--- src/rtl/cta_pkg.sv ---
package cta_pkg;
   localparam int CTA_FW   = 4;
   localparam int CTA_FMAX = (1 << CTA_FW) - 1;

   typedef struct packed {
      logic [CTA_FW-1:0] lim;
      logic [CTA_FW-1:0] cnt;
   } cta_state_t;

   localparam int CTA_SW = $bits(cta_state_t);
endpackage

--- src/rtl/cta_limit.sv ---
module cta_limit
   import cta_pkg::*;
#(
   parameter int N = 8
) (
   input  logic [N-1:0]      sum,
   output logic [CTA_FW-1:0] lim
);
   logic [N-1:0] headroom;

   assign headroom = ~sum;

   generate
      if (N < 1) begin : g_bad
         $error("cta_limit: N must be at least 1");
      end
      if (N > CTA_FW) begin : g_sat
         always_comb begin
            if (|headroom[N-1:CTA_FW]) lim = CTA_FW'(CTA_FMAX);
            else                       lim = headroom[CTA_FW-1:0];
         end
      end else if (N == CTA_FW) begin : g_eq
         assign lim = headroom;
      end else begin : g_narrow
         assign lim = {{(CTA_FW-N){1'b0}}, headroom};
      end
   endgenerate
endmodule

--- src/rtl/cta_lane.sv ---
module cta_lane
   import cta_pkg::*;
#(
   parameter int N = 8
) (
   input  logic [N-1:0] a,
   input  logic [N-1:0] b,
   input  cta_state_t   st_in,
   input  logic         clear,
   output logic [N-1:0] sum,
   output cta_state_t   st_out,
   output logic         ovf
);
   logic              cy;
   logic [CTA_FW-1:0] cnt_base;
   logic [CTA_FW-1:0] lim_new;

   assign {cy, sum} = {1'b0, a} + {1'b0, b};
   assign cnt_base  = clear ? '0 : st_in.cnt;
   assign ovf       = cy & (cnt_base == CTA_FW'(CTA_FMAX));

   cta_limit #(.N(N)) u_limit (
      .sum (sum),
      .lim (lim_new)
   );

   always_comb begin
      st_out.lim = lim_new;
      if (ovf) st_out.cnt = CTA_FW'(CTA_FMAX);
      else     st_out.cnt = cnt_base + {{(CTA_FW-1){1'b0}}, cy};
   end
endmodule

--- src/rtl/cta_vec_adder.sv ---
module cta_vec_adder
   import cta_pkg::*;
#(
   parameter int LANES = 4,
   parameter int N     = 8
) (
   input  logic                     clk,
   input  logic                     rst_n,
   input  logic                     clear,
   input  logic [LANES*N-1:0]       op_a,
   input  logic [LANES*N-1:0]       op_b,
   input  logic [LANES*CTA_SW-1:0]  cs_in,
   output logic [LANES*N-1:0]       sum_out,
   output logic [LANES*CTA_SW-1:0]  cs_out,
   output logic                     ovf_out
);
   localparam int VW = LANES * N;
   localparam int SW = LANES * CTA_SW;

   logic [VW-1:0]    sum_d;
   logic [SW-1:0]    cs_d;
   logic [LANES-1:0] ovf_lane;
   logic [LANES-1:0] sat_lane;
   logic             seen_q;

   generate
      if (LANES < 1) begin : g_bad_lanes
         $error("cta_vec_adder: LANES must be at least 1");
      end
      if (N < 1) begin : g_bad_n
         $error("cta_vec_adder: N must be at least 1");
      end

      for (genvar i = 0; i < LANES; i++) begin : g_lane
         cta_state_t st_i, st_o;
         assign st_i = cs_in[i*CTA_SW +: CTA_SW];
         assign cs_d[i*CTA_SW +: CTA_SW] = st_o;

         cta_lane #(.N(N)) u_lane (
            .a      (op_a[i*N +: N]),
            .b      (op_b[i*N +: N]),
            .st_in  (st_i),
            .clear  (clear),
            .sum    (sum_d[i*N +: N]),
            .st_out (st_o),
            .ovf    (ovf_lane[i])
         );

         cta_state_t st_q;
         logic [N-1:0] hd_q;
         assign st_q = cs_out[i*CTA_SW +: CTA_SW];
         assign hd_q = ~sum_out[i*N +: N];
         assign sat_lane[i] = (st_q.cnt == CTA_FW'(CTA_FMAX));

         // wrapped lane sum, no neighbour influence
         assert_sum_R1: assert property (@(posedge clk) disable iff (!rst_n)
            seen_q |-> (sum_out[i*N +: N] ==
                        N'($past(op_a[i*N +: N]) + $past(op_b[i*N +: N]))));

         // count advances by zero or one when not cleared
         assert_cnt_step_R2: assert property (@(posedge clk) disable iff (!rst_n)
            (seen_q && !$past(clear) && !ovf_out) |->
               ((st_q.cnt == $past(cs_in[i*CTA_SW +: CTA_FW])) ||
                (st_q.cnt == $past(cs_in[i*CTA_SW +: CTA_FW]) + 4'd1)));

         // cleared chain restarts from zero
         assert_clear_R3: assert property (@(posedge clk) disable iff (!rst_n)
            (seen_q && $past(clear)) |-> (st_q.cnt <= 4'd1));

         // limit field follows the registered sum
         assert_limit_R4: assert property (@(posedge clk) disable iff (!rst_n)
            seen_q |-> ((hd_q > N'(CTA_FMAX)) ? (st_q.lim == CTA_FW'(CTA_FMAX))
                                              : (N'(st_q.lim) == hd_q)));
      end
   endgenerate

   always_ff @(posedge clk) begin
      if (!rst_n) begin
         sum_out <= '0;
         cs_out  <= '0;
         ovf_out <= 1'b0;
         seen_q  <= 1'b0;
      end else begin
         sum_out <= sum_d;
         cs_out  <= cs_d;
         ovf_out <= |ovf_lane;
         seen_q  <= 1'b1;
      end
   end

   // an overflow flag always comes with a saturated lane
   assert_no_overflow_R5: assert property (@(posedge clk) disable iff (!rst_n)
      ovf_out |-> (|sat_lane));
endmodule

--- config.mk ---
export PLATFORM = sky130hd
export DESIGN_NAME = cta_vec_adder
export DESIGN_NICKNAME = d
export VERILOG_FILES = /design/src/rtl/cta_pkg.sv /design/src/rtl/cta_limit.sv /design/src/rtl/cta_lane.sv /design/src/rtl/cta_vec_adder.sv
export SDC_FILE = /design/constraint.sdc
export NUM_CORES = 1
export LEC_CHECK = 0
export ABC_AREA = 1
export BUFFER_PORTS_ARGS = -buffer_cell sky130_fd_sc_hd__buf_4
export CORE_AREA = 3 3 90 92
export CTS_CLUSTER_SIZE = 8
export DETAILED_ROUTE_END_ITERATION = 6
export DIE_AREA = 0 0 93 95
export PLACE_DENSITY = 0.83
export SLEW_MARGIN = 20
export SYNTH_ARGS = -nofsm -noshare
export SYNTH_HDL_FRONTEND = slang
export SYNTH_SLANG_ARGS = --single-unit
export TNS_END_PERCENT = 10
--- constraint.sdc ---
create_clock -name clk -period 5.13 [get_ports clk]
set_clock_uncertainty 0.15 [all_clocks]
set_input_delay 0.2565 -clock clk [delete_from_list [all_inputs] [get_ports clk]]
set_output_delay 0.2565 -clock clk [all_outputs]
set_load 0.005 [all_outputs]
### After elaboration in Yosys (flattened, before gate mapping)

Cells that the tools add are included.
Widths: inputs -> output; s select.

* register bits after elaboration: 65
* input port bits: 99
* word-level logic and storage cells: 40
* output and inout port bits: 65

* mux-type cells: 12
* $add $sub $neg: 8
* reduce and logical (&&, ||, !) cells: 5
* equality and inequality tests: 4
* bitwise operators: 8

Operators by type and width (number)
* $mux 4: 12
* $add 8x8->9: 4
* $not 8->8: 4
* $reduce_or 4->1: 5
* $add 4x1->4: 4
* $eq 4x4->1 const B: 4
* $and 1x1->1: 4

### Logic depth before layout (Yosys ltp)

Gate-level depths: netlist of the first run.

* depth in word-level cells: 4
* depth in mapped cells: 13

### Cells and area by module

A second synthesis of the first run with hierarchy kept.

* cells, all modules: 588
* area, all modules: 4053.9 µm²

By module, submodules not included
* cta_lane: cells an instance 89, times used 4, area each 518.0 µm², sequential area each 0.0 µm²
* cta_vec_adder: cells an instance 204, times used 1, area each 1866.8 µm², sequential area each 1301.2 µm²
* cta_limit: cells an instance 7, times used 4, area each 28.8 µm², sequential area each 0.0 µm²

### Worst setup path after synthesis of the first run

Ideal clock, no wire load.

* kind: input to register
* start point: in op_a[24]
* end point: reg cs_out[26]
* data arrival time: 1.880 ns
* slack: 2.967 ns
* stages: 13
* required time: 4.848 ns
* cells stage by stage: ha_1 -> fa_1 -> nand2_1 -> nand2_1 -> nand3_2 -> nand2_1 -> nand2_1 -> nand2_2 -> ha_1 -> ha_1 -> xor2_1 -> inv_1 -> a21oi_1

* word-level cells in the longest chain between the ends: 3
* elaborated cells on any way between the ends: 4
* classes of those cells: 2 x add/sub; 1 x mux; 1 x bitwise

RTL lines
* start: declaration: line cta_vec_adder.sv:10 `input logic [LANES*N-1:0] op_a,`
* $add 8x8->9 *: line cta_lane.sv:18 `assign {cy, sum} = {1'b0, a} + {1'b0, b};`
* $add 4x1->4 / $and 1x1->1 (equally long branches): line cta_lane.sv:30, cta_lane.sv:20
* $mux 4 *: line cta_lane.sv:29 `if (ovf) st_out.cnt = CTA_FW'(CTA_FMAX);`
* end signal: assignment: line cta_vec_adder.sv:85 `cs_out <= cs_d;`
* end: declaration: line cta_vec_adder.sv:14 `output logic [LANES*CTA_SW-1:0] cs_out,`

Mark *: on every way between the ends. The rest lies on a longest branch, timed or not.
A chain may end at the register's enable or synchronous reset.

### Final worst setup path of the first run

Ends and elaborated chain as after synthesis.

==> metrics.yaml, run 1 <==
outcome:
  status: "complete, no violations"
clock_network:
  htreeDepth: 3
  cts_tree: "yes"
  clockBufferDepth: 2
  cts_made_buffers: 9
  path_clk_slew_ps: 70
  cts-resized-gates: 0
  clock_sinks: 65
  cts_hold_buf: 0
  cts-root-buf: "clkbuf_8"
  post_cts_buffers: 0
setup_path:
  start_kind: "primary input"
  critical_path_class: "in2reg"
  cp-end-kind: "register"
  slowest_stage: "fa_1"
  path_max_fanout: 3
  crit_arrival_ps: 2150
  crit_path_start: "op_a[24]"
  crit_path_cell_trace: "buf_4, ha_1, fa_1, nand2_1, nand2_1, nand3_2, nand2_1, nand2_1, nand2_2, ha_1, ha_1, xor2_1, inv_1, a21oi_1"
  slowest_delay_ps: 440
  cpMostUsedCell: "nand2_1"
  cp.required_ps: 5150
final_layout:
  final_area_um2: 5170
  diodes: 0
  fin_nets: 811
  area_delta_synth_final_pct: 36.2
  drive_above_1_share_pct: 30.1
  final_core_util_pct: 70.9
hold_path:
  min_from: "op_b[16]"
  hp-class: "in2reg"
  hold-path-cell-count: 3
grt:
  antenna_found_initial: 0
  grt_max_degree: 54
  grt_pass1_wl_um: 14400
  grt_pass1_vias: 3596
  grtUsageTotal_pct: 20.2
  grt-ovfl-total: 0
sta:
  setup_viol: 0
  whs_ps: 90.9
  slew_violations: 0
  hold_viol: 0
  worst_slew_pin_slew_ps: 921
  slew-limit-headroom_pct: 38.5
  tns_ps: 0
  min_period_ps: 2130
  min_period_over_period_pct: 41.6
  fmax_mhz: 469
  rsz0062_at_grt: "no"
synthesis:
  yosysWarningCount: 0
  synthCells: 517
  yosysSeqAreaShare_pct: 34.3
  synthFlopType: "dfxtp_1"
  synthTopCellsByArea: "dfxtp_1 (34%), ha_1 (13%), nand2_1 (12%)"
  synthArstFlopShare_pct: 0
  yosysTopAreaCellShare_pct: 34.3
  synth_nets: 660
  yosysTopAreaCell: "dfxtp_1"
  synth_edf_count: 0
  synth.top_cells.by_count: "nand2_1 (124), inv_1 (94), dfxtp_1 (65)"
  synth-seq-cells: 65
  syn-cell-area_um2: 3800
  synth_cell_types: 25
  synth_area_per_cell_um2: 7.35
  yosys.cell_count.top_type: "nand2_1"
routing:
  vias: 3665
  ant_nets: 0
  drtIter0Drc: 107
  drc_errors: 0
  finalWirelength_um: 8880
  vias_per_cell: 4.75
  dr.pass1.iters: 4
  wire_per_inst_um: 11.5
die:
  die_w_um: 93
  num_rows: 31
  die_h_um: 95
  ioPinCount: 164
  core_area_um2: 7290
  dieArea_um2: 8840
  start_util_pct: 52.1
pwr:
  ir_drop_v: 0.000133
  swShare_pct: 29.7
  p_int_mw: 0.963
  powerDensity_nw_per_um2: 265
  p_comb_share_pct: 28.9
  power_switching_mw: 0.407
  power.total_mw: 1.37
  pwr-share-seq_pct: 41.2
  power_frac_clock_pct: 29.8
  p_leak_nw: 2.98
placed_design:
  port_buffers: 147
  hpwl_um: 7180
  place.gp.congestion: 0.827
  placed_area_um2: 4990
job:
  cap_violations: 0
==> per-layer routing <==
| metal | share of wire (%) | global-route usage (%) | vias up |
|---|---|---|---|
| li1 | - | - | 1908 |
| met2 | 53 | 38.6 | 112 |
| met1 | 39 | 20.8 | 1625 |
| met3 | 5.8 | 5.50 | 20 |
| met5 | 0 | 0 | - |
| met4 | 1.8 | 8.06 | 0 |
==> final timing paths <==
path                    end  slack (ps)
max   cs_out[26]$_SDFF_PN0_        3000
min   cs_out[20]$_SDFF_PN0_          90
==> final cells by class <==
class / instances / area (µm²)
well taps: 99 / 124
clock inverters: 6 / 60.1
clock buffers: 9 / 124
multi-input cells: 349 / 2090
flip-flops and latches: 65 / 1300
repair buffers: 147 / 1100
inverters: 96 / 365
fillers: 573 / 2120
==> cells by family after synthesis <==
group,count (synthesis),synth area share (%)
fa+ha+maj,44,15.3
xor+xnor,17,3.92
simple gates,236,29.1
buf+inv,103,10.6
compound gates,52,6.85
flops,65,34.3
==> placed cells by master (no fill, tap or decap), types with 2 or more instances in the layout <==
| master | n |
|---|---|
| nand3b_1 | 2 |
| nor2_2 | 4 |
| nand3_2 | 9 |
| clkinv_2 | 3 |
| inv_1 | 94 |
| fa_1 | 4 |
| xor2_1 | 13 |
| buf_4 | 147 |
| dfxtp_1 | 65 |
| nand4_1 | 3 |
| nor2_1 | 37 |
| nand2_1 | 124 |
| ha_1 | 40 |
| nor4_2 | 4 |
| xnor2_1 | 4 |
| clkbuf_8 | 9 |
| nand2_2 | 19 |
| clkinvlp_4 | 2 |
| a21oi_1 | 52 |
| nand3_1 | 30 |
==> sequential cells by signal (all words and copies together) (netlist names) <==
name     flops
ovf_out      1
sum_out     32
cs_out      32
==> power groups by stage <==
stage	combinational, mW	sequential, mW	clock, mW
after global routing	0.447	0.569	0.443
final	0.396	0.565	0.409
after global placement	0.386	0.576	0
after CTS	0.399	0.565	0.424
after detailed placement	0.397	0.576	0
after floorplan	0.223	0.582	0
==> through the flow <==
step                setup slack (ps)  cells
global placement                2710    756
floorplan                       2970    517
finish                          3000    771
global route                    2860    771
CTS                             3020    771
detailed placement              2660    756
==> worst max-delay path: cells and delay by family <==
| kind | cells | cell delay (ps) |
|---|---|---|
| AND/OR/NAND/NOR | 6 | 430 |
| XOR/XNOR | 1 | 160 |
| adder cells (fa/ha/maj) | 4 | 1080 |
| AO/OA/AOI/OAI | 1 | 50 |
| buffers and inverters | 2 | 170 |
(Power assumes the default switching activity.)
==> inputs of run 2 (changes only) <==
--- a/config.mk
+++ b/config.mk
@@ -7,11 +7,11 @@
 export LEC_CHECK = 0
 export ABC_AREA = 1
 export BUFFER_PORTS_ARGS = -buffer_cell sky130_fd_sc_hd__buf_4
-export CORE_AREA = 3 3 90 92
+export CORE_AREA = 3 3 98 100
 export CTS_CLUSTER_SIZE = 8
 export DETAILED_ROUTE_END_ITERATION = 6
-export DIE_AREA = 0 0 93 95
-export PLACE_DENSITY = 0.83
+export DIE_AREA = 0 0 101 103
+export PLACE_DENSITY = 0.74
 export SLEW_MARGIN = 20
 export SYNTH_ARGS = -nofsm -noshare
 export SYNTH_HDL_FRONTEND = slang
==> constraint.sdc (replaced) <==
create_clock -name clk -period 1.9 [get_ports clk]
set_clock_uncertainty 0.15 [all_clocks]
set_input_delay 0.095 -clock clk [delete_from_list [all_inputs] [get_ports clk]]
set_output_delay 0.095 -clock clk [all_outputs]
set_load 0.005 [all_outputs]
==> run 2 against run 1 <==
  * Cell count is 6.1% higher
  * Via count is 3.9% higher
  * First-iteration DRC count is 36% lower
  * Critical path depth stayed put
  * Highest routed layer unchanged
  * Clock power grew to 3.8 times the previous value
==> metrics.yaml, run 2 (synthesized netlist as in run 1, its figures left out) <==
hold_path:
  min_from: "op_b[25]"
  hp-class: "in2reg"
sta:
  min_period_over_period_pct: 95.6
  slew-limit-headroom_pct: 80.0  # +42 points
  rsz0062_at_grt: "no"
  setup_viol: 0  # unchanged
  hold_viol: 0  # unchanged
  fmax_mhz: 551
  slew_violations: 0  # unchanged
  min_period_ps: 1820
  tns_ps: 0  # unchanged
  whs_ps: 10.8  # -80.0 ps
  worst_slew_pin_slew_ps: 300  # -621 ps
routing:
  drt-met1-wl_um: 3960  # +15%
  drtIter0Drc: 68  # -36%
  ant_nets: 0  # unchanged
  wl_met2_um: 5010  # +5.6%
  wl_met3_um: 566  # +9.7%
  dr.pass1.iters: 4  # unchanged
  vias_per_cell: 4.65  # -2.1%
  top_layer: "met4"
  wire_per_inst_um: 11.8  # +2.6%
  drc_errors: 0  # unchanged
  finalWirelength_um: 9660  # +8.8%
  vias: 3807  # +3.9%
pwr:
  powerDensity_nw_per_um2: 762  # +190%
  power.total_mw: 4.27  # +210%
  ir_drop_v: 0.000380  # +190%
  power_frac_clock_pct: 36.7  # +6.9 points
  power_switching_mw: 1.17  # +190%
  p_leak_nw: 3.18  # +6.7%
  swShare_pct: 27.4  # -2.3 points
  pwr-share-seq_pct: 35.8  # -5.4 points
  p_comb_share_pct: 27.5  # -1.4 points
  p_int_mw: 3.10  # +220%
placed_design:
  place.gp.congestion: 0.845  # +2.2%
  dp.cells: 794  # +5.0%
  port_buffers: 147  # unchanged
  hpwl_um: 7750  # +7.9%
final_layout:
  final_cell_mix: "buf_4 (176), nand2_1 (124), inv_1 (94)"
  final_common_cell: "buf_4"
  final_core_util_pct: 63.9  # -7.0 points
  fin_nets: 848  # +4.6%
  final_cells: 818  # +6.1%
  diodes: 0  # unchanged
  area_delta_synth_final_pct: 47.5
  top_regs: "cs_out x32, sum_out x32, ovf_out x1"
  drive_above_1_share_pct: 34.2  # +4.2 points
setup_path:
  crit_path_cell_trace: "buf_4, ha_2, fa_2, nand2_1, nand2_1, nand3_2, nand2_1, nand2_1, nand2_2, ha_4, ha_1, xor2_1, inv_1, a21oi_1"
  slowest_stage: "fa_2"
  cp-end-kind: "register"
  slowest_delay_ps: 360  # -80 ps
  cpMostUsedCell: "nand2_1"
  start_kind: "primary input"
  crit_path_start: "op_a[24]"
  path_max_fanout: 2  # -1
  crit_arrival_ps: 1930  # -220 ps
  cp.required_ps: 2010  # -3140 ps
  critical_path_class: "in2reg"
job:
  cap_violations: 0  # unchanged
clock_network:
  cts_tree: "yes"
  cts_made_buffers: 9  # unchanged
  cts-root-buf: "clkbuf_8"
  clock_sinks: 65  # unchanged
  path_clk_slew_ps: 80  # about the same
  clockBufferDepth: 2  # unchanged
  post_cts_buffers: 0  # unchanged
  htreeDepth: 3  # unchanged
die:
  start_util_pct: 43.3  # -8.7 points
  core_area_um2: 8760  # +20%
  num_rows: 34  # +9.7%
  die_w_um: 101  # +8.6%
  dieArea_um2: 10400  # +18%
  ioPinCount: 164  # unchanged
  die_h_um: 103  # +8.4%
grt:
  grt-ovfl-total: 0  # unchanged
  grtUsageTotal_pct: 18.6  # -1.7 points
  grt_pass1_wl_um: 15600  # +8.3%
  antenna_found_initial: 0  # unchanged
  grt_max_degree: 29  # -46%
  grt_pass1_vias: 3720  # +3.4%
outcome:
  status: "complete, no violations"
## run 2: timing repair
action	CTS	global route
gates resized for setup	0	3
endpoints found under the hold margin	17	0
hold buffers	8	0
endpoints found under the setup margin	0	2
## run 2: metal layers
metal	up-vias	global-route usage [%]
met5	-	0
met4	0	5.73
met3	11	4.26
met2	98	34.1
met1	1703	21.4
li1	1995	-
## run 2: area by class of cell
type                            count  area [µm²]
Fill cell                         780        3160
Tap cell                          108         135
Clock buffer                        9         124
Clock inverter                      7         143
Multi-Input combinational cell    349        2130
Inverter                           96         365
Timing Repair Buffer              184        1400
Sequential cell                    65        1300
## run 2: per-stage QoR
| stage | worst slack, ps | cell area, µm² |
|---|---|---|
| 5_1_grt | 7.87 | 5600 |
| 3_5_place_dp | -262 | 5240 |
| 2_1_floorplan | -27.6 | 3820 |
| 3_3_place_gp | -203 | 5240 |
| 4_1_cts | 85.6 | 5590 |
| 6_report | 84.2 | 5600 |
## run 2: worst max-delay path, delay by kind of cell
kind | cells | cell delay, ps
XOR/XNOR | 1 | 190
AO/OA/AOI/OAI | 1 | 130
buffers and inverters | 2 | 170
adder cells (fa/ha/maj) | 4 | 920
AND/OR/NAND/NOR | 6 | 420
## run 2: path summary, 6_finish.rpt
| path | to | slack (ps) | cells past startpoint |
|---|---|---|---|
| worst max-delay path | cs_out[26]$_SDFF_PN0_ | 80 | 14 |
| worst min-delay path | sum_out[25]$_SDFF_PN0_ | 10 | 4 |
## run 2: power groups by stage
| stage | combinational, mW | clock, mW | sequential (mW) |
|---|---|---|---|
| 2_1_floorplan | 0.608 | 0 | 1.57 |
| 3_3_place_gp | 1.12 | 0 | 1.56 |
| 3_5_place_dp | 1.15 | 0 | 1.56 |
| 4_1_cts | 1.18 | 1.60 | 1.53 |
| 5_1_grt | 1.34 | 1.67 | 1.54 |
| 6_report | 1.18 | 1.56 | 1.53 |
